<file path="src/rtl/nor_cmd_seq.sv">
module nor_cmd_seq #(
  parameter int CLK_DIV = 2,
  parameter logic [7:0] RDSR_OP = 8'h05,
  parameter logic [7:0] PP_OP = 8'h02
) (
  input  logic       clk,
  input  logic       rst_n,
  input  logic [3:0] reg_addr,
  input  logic       reg_wr,
  input  logic [7:0] reg_wdata,
  output logic [7:0] reg_rdata,
  output logic       spi_cs_n,
  output logic       spi_sck,
  output logic       spi_mosi,
  input  logic       spi_miso
);
  localparam int DIVW = $clog2(2 * CLK_DIV) + 1;
  localparam logic [DIVW-1:0] HALF_END = DIVW'(CLK_DIV - 1);
  localparam logic [DIVW-1:0] GAP_END = DIVW'(2 * CLK_DIV - 1);
  localparam logic [3:0] A_CMD = 4'd0, A_CNT = 4'd1, A_BANK = 4'd2, A_AD0 = 4'd8,
                         A_AD1 = 4'd9, A_AD2 = 4'd10, A_WD = 4'd11, A_STS = 4'd12, A_BSY = 4'd13;

  typedef enum logic [1:0] {S_IDLE, S_XFER, S_GAP} state_t;

  state_t          state;
  logic [7:0]      bank [6];
  logic [7:0]      cnt, wbyte, status, rx;
  logic [23:0]     prog_addr;
  logic [2:0]      cmd_bits, sel;
  logic            adv;
  logic [47:0]     shreg, ld_sh;
  logic [5:0]      nbits, bitcnt, ld_n;
  logic [DIVW-1:0] div;
  logic            sck_q, cs_q;

  wire busy  = state != S_IDLE;
  wire wr_ok = reg_wr && !busy;
  wire start = wr_ok && reg_addr == A_CMD && |reg_wdata[2:0];

  assign spi_sck  = sck_q;
  assign spi_cs_n = cs_q;
  assign spi_mosi = !cs_q && shreg[47];

  always_comb begin
    if (reg_wdata[0]) begin
      sel   = 3'b001;
      ld_sh = {bank[5], bank[4], bank[3], bank[2], bank[1], bank[0]};
      ld_n  = (cnt > 8'd48) ? 6'd48 : cnt[5:0];
    end else if (reg_wdata[1]) begin
      sel   = 3'b010;
      ld_sh = {RDSR_OP, 40'h0};
      ld_n  = 6'd16;
    end else begin
      sel   = 3'b100;
      ld_sh = {PP_OP, prog_addr, wbyte, 8'h00};
      ld_n  = 6'd40;
    end
  end

  always_comb begin
    reg_rdata = 8'h00;
    case (reg_addr)
      A_CMD: reg_rdata = {5'b0, cmd_bits};
      A_CNT: reg_rdata = cnt;
      A_AD0: reg_rdata = prog_addr[7:0];
      A_AD1: reg_rdata = prog_addr[15:8];
      A_AD2: reg_rdata = prog_addr[23:16];
      A_WD:  reg_rdata = wbyte;
      A_STS: reg_rdata = status;
      A_BSY: reg_rdata = {7'b0, busy};
      default: if (reg_addr >= A_BANK && reg_addr < A_AD0) reg_rdata = bank[3'(reg_addr - A_BANK)];
    endcase
  end

  always_ff @(posedge clk or negedge rst_n) begin
    if (!rst_n) begin
      state <= S_IDLE;
      for (int i = 0; i < 6; i++) bank[i] <= 8'h00;
      cnt <= 8'h00; wbyte <= 8'h00; status <= 8'h00; rx <= 8'h00;
      prog_addr <= 24'h0; cmd_bits <= 3'b0; adv <= 1'b0;
      shreg <= 48'h0; nbits <= 6'd0; bitcnt <= 6'd0; div <= '0;
      sck_q <= 1'b0; cs_q <= 1'b1;
    end else begin
      if (wr_ok) begin
        case (reg_addr)
          A_CNT: cnt <= reg_wdata;
          A_AD0: prog_addr[7:0] <= reg_wdata;
          A_AD1: prog_addr[15:8] <= reg_wdata;
          A_AD2: prog_addr[23:16] <= reg_wdata;
          A_WD:  wbyte <= reg_wdata;
          default: ;
        endcase
        for (int i = 0; i < 6; i++)
          if (reg_addr == 4'(A_BANK + i)) bank[i] <= reg_wdata;
      end
      case (state)
        S_IDLE: if (start) begin
          cmd_bits <= sel;
          adv      <= reg_wdata[7];
          shreg    <= ld_sh;
          nbits    <= ld_n;
          bitcnt   <= 6'd0;
          div      <= '0;
          sck_q    <= 1'b0;
          cs_q     <= ld_n == 6'd0;
          state    <= (ld_n == 6'd0) ? S_GAP : S_XFER;
        end
        S_XFER: if (div == HALF_END) begin
          div <= '0;
          if (!sck_q) begin
            sck_q <= 1'b1;
            rx    <= {rx[6:0], spi_miso};
          end else begin
            sck_q <= 1'b0;
            shreg <= {shreg[46:0], 1'b0};
            if (bitcnt == nbits - 6'd1) begin
              cs_q  <= 1'b1;
              state <= S_GAP;
              if (cmd_bits[1]) status <= rx;
              if (cmd_bits[2] && adv) prog_addr <= prog_addr + 24'd1;
            end else bitcnt <= bitcnt + 6'd1;
          end
        end else div <= div + 1'b1;
        S_GAP: if (div == GAP_END) begin
          div      <= '0;
          state    <= S_IDLE;
          cmd_bits <= 3'b0;
          adv      <= 1'b0;
        end else div <= div + 1'b1;
        default: state <= S_IDLE;
      endcase
    end
  end
endmodule


</file>
<file path="config.mk">
export PLATFORM = sky130hd
export DESIGN_NAME = nor_cmd_seq
export DESIGN_NICKNAME = d
export VERILOG_FILES = /design/src/rtl/nor_cmd_seq.sv
export SDC_FILE = /design/constraint.sdc
export NUM_CORES = 1
export LEC_CHECK = 0
export ABC_AREA = 1
export CAP_MARGIN = 20
export CORE_UTILIZATION = 39
export DETAILED_ROUTE_END_ITERATION = 16
export GPL_TIMING_DRIVEN = 0
export HOLD_SLACK_MARGIN = 0.06
export PLACE_DENSITY = 0.64
export SLEW_MARGIN = 20
export SYNTH_ARGS = -nofsm -noshare
export SYNTH_HDL_FRONTEND = slang
export SYNTH_SLANG_ARGS = --single-unit
</file>
<file path="constraint.sdc">
create_clock -name clk -period 5.2 [get_ports clk]
set_input_delay 0.78 -clock clk [delete_from_list [all_inputs] [get_ports clk]]
set_output_delay 0.78 -clock clk [all_outputs]
set_load 0.05 [all_outputs]
</file>
==> results.yml <==
detailed_routing:
  wl_met2_um: 13700
  vias_per_cell: 5.45
  post-route-drc-count: 0
  dr.pass1.iters: 6
  wl_per_cell_um: 18.8
  routed.top_layer: "met4"
  dr_total_vias: 8921
  wl_um: 30700
  drt-met1-wl_um: 13700
  drt.antenna.violating_nets: 0
  drt_iter0_markers: 953
  wl_met3_um: 2420
worst_setup_path:
  cp_slowest_cell: "clkdlybuf4s50_1"
  worst-setup-path-type: "primary input to primary output"
  cp_cell_sequence: "clkdlybuf4s50_1, inv_2, nand2_2, buf_1, o22ai_1, o21ai_0, nand3_1, nand2_1, clkdlybuf4s50_1"
  cp.required_ns: 4.42
  path_delay_family: "buffers and inverters"
  cp.arrival_ns: 3.75
  cp_max_fo: 10
  cpMostUsedCell: "clkdlybuf4s50_1"
  worst-path-buf-inv: 4
  worst_setup_path_end_kind: "primary output"
  startpoint_type: "primary input"
  slowest_delay_ns: 0.81
cells_and_area:
  layout.cells.most_common: "nand2_1"
  final_cells: 1636
  drive_gt1_share_pct: 8.84
  layout.cells.most_common_list: "nand2_1, dfrtp_1, o21ai_0"
  nFillCells: 2425
  syn_to_final_growth_pct: 12.8
  fin_util_pct: 44.8
  diodes: 0
  final_nets: 1327
  final_area_mm2: 0.0109
clock_network:
  cts_setup_buffers: 0
  root_buffer: "clkbuf_16"
  clockBufferDepth: 2
  hold_buffers: 0
  numCtsBuffers: 17
  clock_latency_ns: 0.44
  clk_pin_slew_worst_paths_ns: 0.07
  post_cts_resized: 0
  ctsHtreeMaxLevel: 4
  clkSinkCount: 175
  cts_tree: "built"
sta:
  maxSlewViolCount: 0
  timing.final.crit_period_ns: 4.53
  tightest_slew_ns: 0.867
  max_freq_mhz: 221
  finalHoldViolations: 0
  fin_setup_tns_ns: 0
  rsz0062_at_grt: "false"
  fin_crit_sh_pct: 87.1
  report.final.setup_viol: 0
  slew_headroom_pct: 42.2
  finClkSkew_ns: 0.0101
logic_synthesis:
  seq_area_frac_synth_pct: 45.3
  yosysTopAreaCell: "dfrtp_1"
  synth-main-ff-cell: "dfrtp_1"
  yosysUniqueCellTypes: 41
  synth_nets: 1283
  synth_top_cell_area_share_pct: 45.0
  synth_top_cells_by_area: "dfrtp_1, nand2_1, o21ai_0"
  synth_area_mm2: 0.00967
  async_flop_share_pct: 100
  syn_area_per_cell_um2: 7.70
  ys_warn_count: 0
  synth-edff-count: 0
  postSynthCellCount: 1255
  ys_ff_latch: 175
floorplanning:
  die-width_um: 159
  fp.dieArea_mm2: 0.0254
  io-pin-count: 27
  start_util_pct: 39.7
  die_h_um: 159
  core_mm2: 0.0243
  floorplan.rows: 57
place:
  dpl_cell_area_mm2: 0.0103
  dp_hpwl_um: 22900
  io_buffers: 24
  placed_cells: 1604
  place_congestion: 0.985
global_route:
  grt_pass1_wl_um: 48600
  grt_start_max_net_pins: 96
  grt_pass1_vias: 8493
  grt_antenna_before_repair: 1
  gr-total-overflow: 0
  grtUsageTotal_pct: 24.8
power_and_ir_drop:
  p_leak_nw: 5.21
  ir_worst_vdd_mv: 0.214
  powerDensity_mw_per_mm2: 567
flow_run:
  drv_cap: 0
hold_path:
  worstHoldPathType: "primary input to asynchronous set/reset pin"
outcome:
  status: "complete, no violations"
[per-layer routing]
layer  track usage [%]  up-vias
li1                  -     4220
met1              34.7     4290
met4              9.31        0
met2              37.6      354
met3              5.34       57
met5                 0        -
[cells in the mapped netlist, types with 2 or more instances]
cell type  instances
a21oi_1           38
a221oi_1           5
a22oi_1           28
buf_1              8
buf_2             11
buf_4              3
buf_6              8
clkbuf_1          23
dfrtp_1          174
ha_1              12
inv_1            143
inv_2              8
nand2_1          341
nand2_2            4
nand2_4            2
nand3_1           58
nand4_1           10
nor2_1            78
nor2_2             8
nor2_4             3
nor3_1            14
nor3_2             2
nor4_1             2
o211ai_1           4
o21ai_0          156
o21ai_1            9
o21ai_2           29
o221ai_1           7
o22ai_1           35
xor2_1            21
[where the power goes]
part / total [W] / switching [W] / leakage, nW / internal (W)
logic: 0.00249 / 0.00165 / 2.70 / 0.000845
registers: 0.00244 / 0.000528 / 2.24 / 0.00192
clock network: 0.00124 / 0.000570 / 0.267 / 0.000675
[kinds of logic (layout without fill, tap and decap cells)]
family                     after synthesis  in the layout  synth area share (%)
and+or+nand+nor                        528            528                  23.1
AOI/OAI and AO/OA                      313            313                  19.1
buffers and inverters                  205            262                  8.87
DFF                                    175            175                  45.3
xor gates and xnor gates                22             22                  1.99
adders and majority gates               12             12                  1.55
[through the flow]
stage	worst slack [ns]	power, W	hold WS [ns]
after floorplan	2.18	0.00409	0.450
after global placement	-4.23	0.00486	0.464
after detailed placement	0.716	0.00491	0.470
after CTS	0.713	0.00616	0.354
after global routing	0.581	0.00662	0.380
final	0.670	0.00618	0.315
[cell type report]
type	instances	area, um2	share of cell area (%)
multi-input combinational	875	4430	40.6
sequential	175	4380	40.2
inverter	152	573	5.26
clock buffer	20	447	4.10
tap	324	405	3.72
buffer	53	284	2.61
timing repair buffer	25	273	2.50
clock inverter	12	111	1.02
[sequential cells by signal, indices dropped and copies added (netlist names)]
| register | count |
|---|---|
| bank | 48 |
| shreg | 48 |
| prog_addr | 24 |
| cnt | 8 |
| rx | 8 |
| status | 8 |
| wbyte | 8 |
| bitcnt | 6 |
| nbits | 6 |
| cmd_bits | 3 |
| div | 3 |
| state | 2 |
| adv | 1 |
| spi_cs_n | 1 |
| spi_sck | 1 |
[path summary, 6_finish.rpt]
kind | from | end | slack (ns) | depth (start not counted)
setup reg to reg | state[1]$_DFFE_PN0P_ | shreg[8]$_DFFE_PN0P_ | 2.70 | 9
min in group clk | shreg[21]$_DFFE_PN0P_ | shreg[21]$_DFFE_PN0P_ | 0.48 | 2
setup / recovery | reg_addr[0] | reg_rdata[7] | 0.67 | 9
max in group asynchronous | rst_n | bank[1]$_DFFE_PN0P_ | 3.95 | 2
hold / removal | rst_n | rx[6]$_DFFE_PN0P_ | 0.32 | 1
hold reg to reg | shreg[21]$_DFFE_PN0P_ | shreg[21]$_DFFE_PN0P_ | 0.48 | 2
Power figures use the tool's default switching activity.
